--- src/rtl/eeprom_csum_pkg.sv ---
package eeprom_csum_pkg;

    typedef enum logic [1:0] {
        ST_IDLE   = 2'd0,
        ST_FETCH  = 2'd1,
        ST_RUN    = 2'd2,
        ST_FINISH = 2'd3
    } csum_state_e;

endpackage

--- src/rtl/eeprom_csum_step.sv ---
module eeprom_csum_step #(
    parameter int WORD_W = 16
) (
    input  logic [WORD_W-1:0] crc_in,
    input  logic              data_bit,
    output logic [WORD_W-1:0] crc_out
);
    // low bit of (c>>1)+(c>>14)+(c>>15)+bit+1 is the inverted parity of those bits
    logic feedback;

    always_comb begin
        feedback = ~(crc_in[1] ^ crc_in[WORD_W-2] ^ crc_in[WORD_W-1] ^ data_bit);
        crc_out  = {crc_in[WORD_W-2:0], feedback};
    end
endmodule

--- src/rtl/eeprom_csum_bitsrc.sv ---
module eeprom_csum_bitsrc #(
    parameter int WORD_W = 16
) (
    input  logic              first_bit,
    input  logic [WORD_W-1:0] fresh_word,
    input  logic [WORD_W-1:0] shreg_in,
    output logic              data_bit,
    output logic [WORD_W-1:0] shreg_out
);
    // bit 0 of a new word comes straight from the read port, the rest from the shifter
    always_comb begin
        if (first_bit) begin
            data_bit  = fresh_word[0];
            shreg_out = fresh_word >> 1;
        end else begin
            data_bit  = shreg_in[0];
            shreg_out = shreg_in >> 1;
        end
    end
endmodule

--- src/rtl/eeprom_csum_gen.sv ---
module eeprom_csum_gen
    import eeprom_csum_pkg::*;
#(
    parameter int WORD_W    = 16,
    parameter int NUM_WORDS = 64,
    localparam int ADDR_W   = $clog2(NUM_WORDS),
    localparam int BIT_W    = $clog2(WORD_W)
) (
    input  logic              clk,
    input  logic              rst_n,
    input  logic              start,
    output logic              rd_en,
    output logic [ADDR_W-1:0] rd_addr,
    input  logic [WORD_W-1:0] rd_data,
    output logic              wr_en,
    output logic [ADDR_W-1:0] wr_addr,
    output logic [WORD_W-1:0] wr_data,
    output logic              busy,
    output logic              done,
    output logic [WORD_W-1:0] checksum
);
    localparam logic [ADDR_W-1:0] FIRST_WORD = ADDR_W'(1);
    localparam logic [ADDR_W-1:0] LAST_WORD  = ADDR_W'(NUM_WORDS - 1);
    localparam logic [BIT_W-1:0]  LAST_BIT   = BIT_W'(WORD_W - 1);

    typedef struct packed {
        csum_state_e       st;
        logic [ADDR_W-1:0] word;
        logic [BIT_W-1:0]  bitc;
        logic [WORD_W-1:0] shreg;
        logic [WORD_W-1:0] crc;
    } csum_regs_t;

    csum_regs_t regs_q, regs_d;

    logic              first_bit;
    logic              data_bit;
    logic [WORD_W-1:0] shreg_next;
    logic [WORD_W-1:0] crc_next;
    logic              rd_en_d;
    logic [ADDR_W-1:0] rd_addr_d;

    assign first_bit = (regs_q.st == ST_RUN) && (regs_q.bitc == '0);

    eeprom_csum_bitsrc #(.WORD_W(WORD_W)) u_bitsrc (
        .first_bit  (first_bit),
        .fresh_word (rd_data),
        .shreg_in   (regs_q.shreg),
        .data_bit   (data_bit),
        .shreg_out  (shreg_next)
    );

    eeprom_csum_step #(.WORD_W(WORD_W)) u_step (
        .crc_in   (regs_q.crc),
        .data_bit (data_bit),
        .crc_out  (crc_next)
    );

    always_comb begin
        regs_d    = regs_q;
        rd_en_d   = 1'b0;
        rd_addr_d = regs_q.word;
        unique case (regs_q.st)
            ST_IDLE: begin
                if (start) begin
                    regs_d.st   = ST_FETCH;
                    regs_d.word = FIRST_WORD;
                    regs_d.bitc = '0;
                    regs_d.crc  = '0;
                end
            end
            ST_FETCH: begin
                rd_en_d     = 1'b1;
                rd_addr_d   = regs_q.word;
                regs_d.st   = ST_RUN;
                regs_d.bitc = '0;
            end
            ST_RUN: begin
                regs_d.crc   = crc_next;
                regs_d.shreg = shreg_next;
                regs_d.bitc  = regs_q.bitc + BIT_W'(1);
                if (regs_q.bitc == LAST_BIT) begin
                    regs_d.bitc = '0;
                    if (regs_q.word == LAST_WORD) begin
                        regs_d.st = ST_FINISH;
                    end else begin
                        rd_en_d     = 1'b1;
                        rd_addr_d   = regs_q.word + ADDR_W'(1);
                        regs_d.word = regs_q.word + ADDR_W'(1);
                    end
                end
            end
            ST_FINISH: begin
                regs_d.st = ST_IDLE;
            end
            default: regs_d.st = ST_IDLE;
        endcase
    end

    always_ff @(posedge clk or negedge rst_n) begin
        if (!rst_n) begin
            regs_q <= '{st: ST_IDLE, word: '0, bitc: '0, shreg: '0, crc: '0};
        end else begin
            regs_q <= regs_d;
        end
    end

    assign rd_en    = rd_en_d;
    assign rd_addr  = rd_addr_d;
    assign busy     = (regs_q.st != ST_IDLE);
    assign done     = (regs_q.st == ST_FINISH);
    assign wr_en    = done;
    assign wr_addr  = '0;
    assign wr_data  = regs_q.crc;
    assign checksum = regs_q.crc;

    assert_idle_quiet_R2: assert property (@(posedge clk) disable iff (!rst_n)
        !busy |-> (!rd_en && !wr_en));

    assert_read_spacing_R3: assert property (@(posedge clk) disable iff (!rst_n)
        rd_en |=> !rd_en);

    assert_no_word0_read_R5: assert property (@(posedge clk) disable iff (!rst_n)
        rd_en |-> (rd_addr != '0));

    assert_result_hold_R6: assert property (@(posedge clk) disable iff (!rst_n)
        (!busy && !start) |=> $stable(checksum));

    assert_done_pulse_R7: assert property (@(posedge clk) disable iff (!rst_n)
        done |=> (!done && !busy));

    assert_busy_hold_R8: assert property (@(posedge clk) disable iff (!rst_n)
        (busy && !done) |=> busy);

endmodule

--- config.mk ---
export PLATFORM = sky130hd
export DESIGN_NAME = eeprom_csum_gen
export DESIGN_NICKNAME = d
export VERILOG_FILES = /design/src/rtl/eeprom_csum_pkg.sv /design/src/rtl/eeprom_csum_step.sv /design/src/rtl/eeprom_csum_bitsrc.sv /design/src/rtl/eeprom_csum_gen.sv
export SDC_FILE = /design/constraint.sdc
export NUM_CORES = 1
export LEC_CHECK = 0
export BUFFER_PORTS_ARGS = -buffer_cell sky130_fd_sc_hd__buf_2
export CAP_MARGIN = 10
export CORE_ASPECT_RATIO = 0.6
export CORE_MARGIN = 3
export CORE_UTILIZATION = 53
export CTS_CLUSTER_DIAMETER = 40
export DETAILED_ROUTE_END_ITERATION = 10
export GPL_ROUTABILITY_DRIVEN = 1
export GPL_TIMING_DRIVEN = 0
export HOLD_SLACK_MARGIN = 0.05
export PLACE_DENSITY = 0.8
export SLEW_MARGIN = 10
export SYNTH_ARGS = -nofsm -noshare
export SYNTH_HDL_FRONTEND = slang
export SYNTH_SLANG_ARGS = --single-unit
export TNS_END_PERCENT = 1
--- constraint.sdc ---
create_clock -name clk -period 2.1 [get_ports clk]
set_input_delay 0.21 -clock clk [delete_from_list [all_inputs] [get_ports clk]]
set_output_delay 0.21 -clock clk [all_outputs]
set_load 0.005 [all_outputs]
**Yosys cells after proc, flatten, opt, wreduce, memory -nomap -nowiden**

Cells that the tools add are included.

- Input port bits: 19
- Bits in registers: 44
- Word-level logic and storage cells: 45

- Add/subtract/negate cells: 2
- Bitwise operators: 4
- Muxes and demuxes: 16
- Reduce and logical (&&, ||, !) cells: 10
- Eq/ne operators: 8

Operators with widths:

| operator | count |
|---|---|
| $pmux 16 s2 | 1 |
| $mux 12 | 2 |
| $mux 6 | 3 |
| $mux 16 | 1 |
| $mux 15 | 1 |
| $pmux 4 s3 | 1 |
| $pmux 6 s2 | 1 |
| $pmux 2 s4 | 1 |
| $add 6x1->6 const B | 1 |
| $eq 6x6->1 const B | 1 |
| $reduce_and 3->1 | 2 |
| $add 4x1->4 const B | 1 |
| $eq 2x2->1 const B | 2 |
| $eq 4x4->1 const B | 1 |
| $logic_not 4->1 | 1 |
| $ne 2x1->1 const B | 2 |
| $reduce_and 2->1 | 2 |
| $reduce_bool 2->1 | 2 |
| $mux 1 | 3 |
| $reduce_bool 3->1 | 1 |
| $xor 1x1->1 | 3 |
| $eq 2x1->1 const B | 1 |
| $logic_not 2->1 | 1 |
| $mux 2 | 1 |
| other kinds (4) | 4 |

**Depth between registers and ports, before layout**

- Depth in word-level cells: 6
- Mapped depth: 8

**Hierarchy**

From an unflattened synthesis, not the netlist that was laid out.

- Cell total of the unflattened synthesis: 251
- Area total of the unflattened synthesis: 2746.4 um^2

Modules (own cells, without submodules):

| module | cells an instance | instances | area an instance (um^2) |
|---|---|---|---|
| eeprom_csum_gen | 212 | 1 | 2339.7 |
| eeprom_csum_bitsrc | 20 | 1 | 260.2 |
| eeprom_csum_step | 19 | 1 | 146.4 |

**Least setup slack after synthesis**

No wires, ideal clock.

- Path type: reg-to-output
- Start: reg regs_q[42] (netlist bit)
- End: out rd_addr[1]
- Data required time: 1.890 ns
- Path slack: 0.317 ns
- Stages on the path, launching flop included: 6
- Arrival: 1.573 ns
- Path through: dfrtp_1 -> inv_1 -> ha_1 -> nand4_1 -> nor2_1 -> mux2_2

- Longest elaborated chain between the ends: 2

RTL lines:

| element | line | source |
|---|---|---|
| from (decl) | eeprom_csum_gen.sv:34 | `csum_regs_t regs_q, regs_d;` |
| from (signal assigned) | eeprom_csum_gen.sv:102 | `regs_q <= '{st: ST_IDLE, word: '0, bitc: '0, shreg: '0, crc: '0};` |
| from (signal assigned) | eeprom_csum_gen.sv:104 | `regs_q <= regs_d;` |
| $eq 2x2->1 | eeprom_csum_gen.sv:63 | `unique case (regs_q.st)` |
| $mux 6 | eeprom_csum_gen.sv:63 |  |
| to (decl) | eeprom_csum_gen.sv:13 | `output logic [ADDR_W-1:0] rd_addr,` |

Every way passes these cells.

**Final worst setup path**

- Start: reg regs_q[32] (netlist bit)
- End: out rd_addr[3]

- Longest elaborated chain between the ends: 3

RTL lines:

| element | line | source |
|---|---|---|
| $eq 4x4->1 | eeprom_csum_gen.sv:82 | `if (regs_q.bitc == LAST_BIT) begin` |
| $mux 6 | eeprom_csum_gen.sv:82 |  |
| $mux 6 | eeprom_csum_gen.sv:63 |  |

Every way passes these cells.

==> parameters.txt <==
Parameter                              Value

STA
  RSZ-0062 raised after global routing ... true
  Finish-stage setup viols ... 0
  Post-route minimum period ... ~2.1 ns
  Part of the cycle the worst path needs ... a little over nine tenths
  Aggregate negative setup slack ... 0 ns
  Top achievable clock speed ... roughly 0.48 GHz
  Hold violation count in the final report ... 0
  Max-slew headroom ... between 30% and 40%
  Measured slew at the worst slew-check pin ... 0.930 ns
  Final Skew ... between 0.006 and 0.007 ns
  Pins over their slew limit ... 0

Yosys
  Adder and majority cell fraction of the synthesized area ... ~4%
  Seq cells post-synth ... 43
  Synthesized area per cell ... between 9 and 10 um^2
  Synth Cell Area ... between 2000 and 2500 um^2
  Largest family of logic cells by synthesized area ... compound AO/OA/AOI/OAI gates
  Flip-flop cell with the highest count after synthesis ... dfrtp_1
  Async set or reset register ratio after synthesis ... 100%
  Complex-gate fraction of the synthesized area ... between 10% and 20%
  Gate count of the mapped netlist ... 251
  Cell type contributing the most total cell area after synthesis ... dfrtp_1
  Xor and xnor fraction of the mapped netlist area ... 1.41%
  Number of warning messages in the yosys log ... 0
  Basic-gate share of the synthesized area counting and, or, nand and nor cells ... roughly a tenth
  Top cells by area, synth ... dfrtp_1 43%, buf_4 12%, mux2i_1 6.9%
  Number of flops mapped to enable cells by yosys ... 0
  Fraction of synthesized area in multiplexers ... under 10%
  Fraction of post-synthesis cell area in the top cell type by area ... between 40% and 50%
  Count of distinct cell types in the synthesized netlist ... 39
  Sequential fraction of the synthesis area ... between 40% and 50%

Clock network
  Number of buffers inserted by hold repair at cts ... 0
  TritonCTS buffer count ... 5
  Clk slew on worst S/H paths ... ~0.090 ns
  Buffer levels on the longest clock path ... 2
  TritonCTS clock tree ... done
  H-tree depth ... 2
  Cell chosen for the clock root ... clkbuf_8
  Clock latency on the worst-skew pair ... around 0.29 ns
  Sinks on the clock net ... between 40 and 50

Critical path
  Worst setup endpoint ... rd_addr[3]
  Crit-path cells ... ha_2, nand4_1, buf_6, or2_2, o21ai_1, o21ai_1, buf_2
  Worst Setup End Kind ... output port
  Cell repeated most along the worst path ... o21ai_1
  Cell with the largest stage delay on the worst path ... dfrtp_2
  Crit path from ... regs_q[32]$_DFFE_PN0P_
  Crit-path max FO ... 5
  Reg-to-Reg End ... checksum[15]$_DFFE_PN0P_
  Number of cell instances on the worst register-to-register path ... 6
  Worst path depth ... 7
  WP buf/inv ... 2
  CP Data Arrival Time ... 1.86 ns
  Startpoint kind of the worst setup timing path ... register
  Origin of the critical flop-to-flop path ... regs_q[43]$_DFFE_PN0P_
  Reg2reg setup slack ... about 0.21 ns
  Classification of the worst setup path ... register to output port
  Required time of the worst setup path ... approximately 1.9 ns
  Slowest stage delay, CP ... just over 0.4 ns
  Worst path top cell family by delay ... simple AND/OR/NAND/NOR gates

Final layout
  Final cell utilization of the core ... between 70 and 80%
  Share of post-route cells with drive strength above 1 ... 41.2%
  Final #Nets ... approximately 360
  Area grow syn2layout ... 25.6%
  Layout Cells excl Fill ... between 300 and 400
  Final antenna diode count ... 0

Power and ir drop
  Leakage ... around 1.6 nW
  Post-layout power ... between 3 and 4 mW
  P_int ... ~2.3 mW
  Largest voltage drop on the vdd net ... 465 uV
  Power density normalized to cell area ... between 1000 and 1500 nW/um^2
  Part of the total power dissipated in the clock network ... 21.5%
  Combinational cell fraction of total power ... 44.9%
  Net load switching power ... roughly 1.3 mW
  Sequential fraction of design power ... roughly a third
  Net switching share of the total power ... between 30% and 40%

Die
  Starting density of the core ... about 58%
  Core outline area ... around 4300 um^2
  Cell Rows ... 18
  Horizontal die dimension ... around 94 um
  DIE AREA ... roughly 5600 um^2
  I/O pins ... 67
  Height of the die ... 59.0 um

Route
  Uppermost layer routed ... met4
  Routed length on met2 ... around 2500 um
  Per-cell via count in the routed design ... between 5 and 6
  Pre-Repair DR Iteration Count ... 4
  Met3 wire length ... ~410 um
  Initial detailed-routing violation count ... 134
  Routed length on met1 ... roughly 2600 um
  Routed WL per cell ... between 10 and 15 um
  Total vias in the final route ... 1998
  Final antenna-violating net count ... 0
  Remaining DRCs ... 0
  WL final ... 5530 um

Min path
  Type of the most critical hold path ... input pin to async pin

GRT
  Maximum number of pins on one net before global-route repair ... 44
  Global-route wire length before repair ... 8730 um
  Number of global-route vias before repair ... about 1.9k
  GR Util All Layers ... ~20%
  Remaining global-route overflow ... 0
  Antenna violations before repair ... 0

Run
  Number of violations of the max-capacitance limit ... 0

Place
  Count of buffers inserted at the top-level ports ... 60
  Placed cell count ... between 300 and 400
  Routability congestion estimate from global placement ... approximately 0.81
  DP Wirelength ... ~3800 um

Status
  Result of the run ... completed
[cell usage in the layout (no fill, tap or decap), types with 3 or more instances in the layout]
| master | n |
|---|---|
| buf_2 | 65 |
| nand2b_1 | 3 |
| mux2i_1 | 17 |
| ha_1 | 5 |
| a22o_1 | 16 |
| conb_1 | 6 |
| buf_4 | 46 |
| buf_1 | 3 |
| nor2_1 | 21 |
| mux2_2 | 3 |
| nand2_1 | 11 |
| clkbuf_8 | 5 |
| a21oi_1 | 23 |
| dfrtp_1 | 41 |
| a21o_1 | 3 |
| inv_1 | 6 |
| nand3_1 | 5 |
| buf_6 | 3 |
| o21ai_0 | 6 |
| o31ai_1 | 4 |
[flip-flops by register name, summed over array words and instances, names as in the netlist]
name / count
regs_q: 27
checksum: 16
[cell type report]
type	count	area, um^2
plain buffers	49	352
clock buffers	6	72.6
clock inverters	2	60.1
fillers	329	1180
inverters	7	26.3
multi-input cells	155	1090
flip-flops and latches	43	1080
well taps	60	75.1
repair buffers	68	364
[worst min path at each step]
stage	cells past startpoint	endpoint	start
floorplan	0	checksum[0]$_DFFE_PN0P_	rst_n
global placement	1	regs_q[42]$_DFFE_PN0P_	rst_n
detailed placement	1	regs_q[43]$_DFFE_PN0P_	rst_n
CTS	1	regs_q[43]$_DFFE_PN0P_	rst_n
global route	1	regs_q[25]$_DFFE_PN0P_	rst_n
finish	1	regs_q[29]$_DFFE_PN0P_	rst_n
[cells in the mapped netlist (2+ instances only)]
library cell / instances
mux2_2: 3
nand2_1: 11
xor2_1: 2
dfrtp_1: 43
a41oi_1: 2
xnor2_1: 2
and3_1: 2
a21oi_1: 23
o21ai_0: 8
clkbuf_1: 2
buf_2: 5
ha_1: 8
nand2b_1: 3
buf_6: 2
nand3_1: 6
inv_1: 7
nor2_1: 23
buf_1: 3
a21o_1: 3
a32o_1: 2
mux2i_1: 17
a22o_1: 16
o31ai_1: 4
buf_4: 39
[through the flow]
stage,setup slack (ns),cell area (um^2),hold WS [ns]
2_1_floorplan,0.317,2500,-0.0856
5_1_grt,-0.0589,3120,0.124
6_report,0.0262,3120,0.0529
3_5_place_dp,-0.128,2880,0.408
3_3_place_gp,-0.0649,2880,0.401
4_1_cts,0.00533,3070,0.0841
[power groups by stage]
stage               clock network (mW)  logic, mW  registers (mW)
finish                           0.763       1.59            1.20
global route                     0.803       1.78            1.23
CTS                              0.768       1.54            1.19
detailed placement                   0       1.48            1.21
global placement                     0       1.43            1.20
floorplan                            0       1.11            1.16
[layer usage]
| layer | vias to the layer above | global-route usage (%) |
|---|---|---|
| met1 | 942 | 29.8 |
| met5 | - | 0 |
| li1 | 990 | - |
| met3 | 2 | 4.57 |
| met4 | 0 | 4.73 |
| met2 | 64 | 30.6 |
[logic make-up after synthesis]
family | count (synthesis)
compound gates | 65
buf+inv | 58
simple gates | 52
flops | 43
mux | 20
fa+ha+maj | 8
xor+xnor | 4
other cells | 1
[what timing repair did]
item | CTS | global route
endpoints found under the hold margin | 0 | 0
gates resized for setup | 12 | 4
setup buffers | 3 | 5
cloned | 0 | 0
endpoints found under the setup margin | 7 | 14
pin swaps | 1 | 0
(Power assumes the default switching activity.)
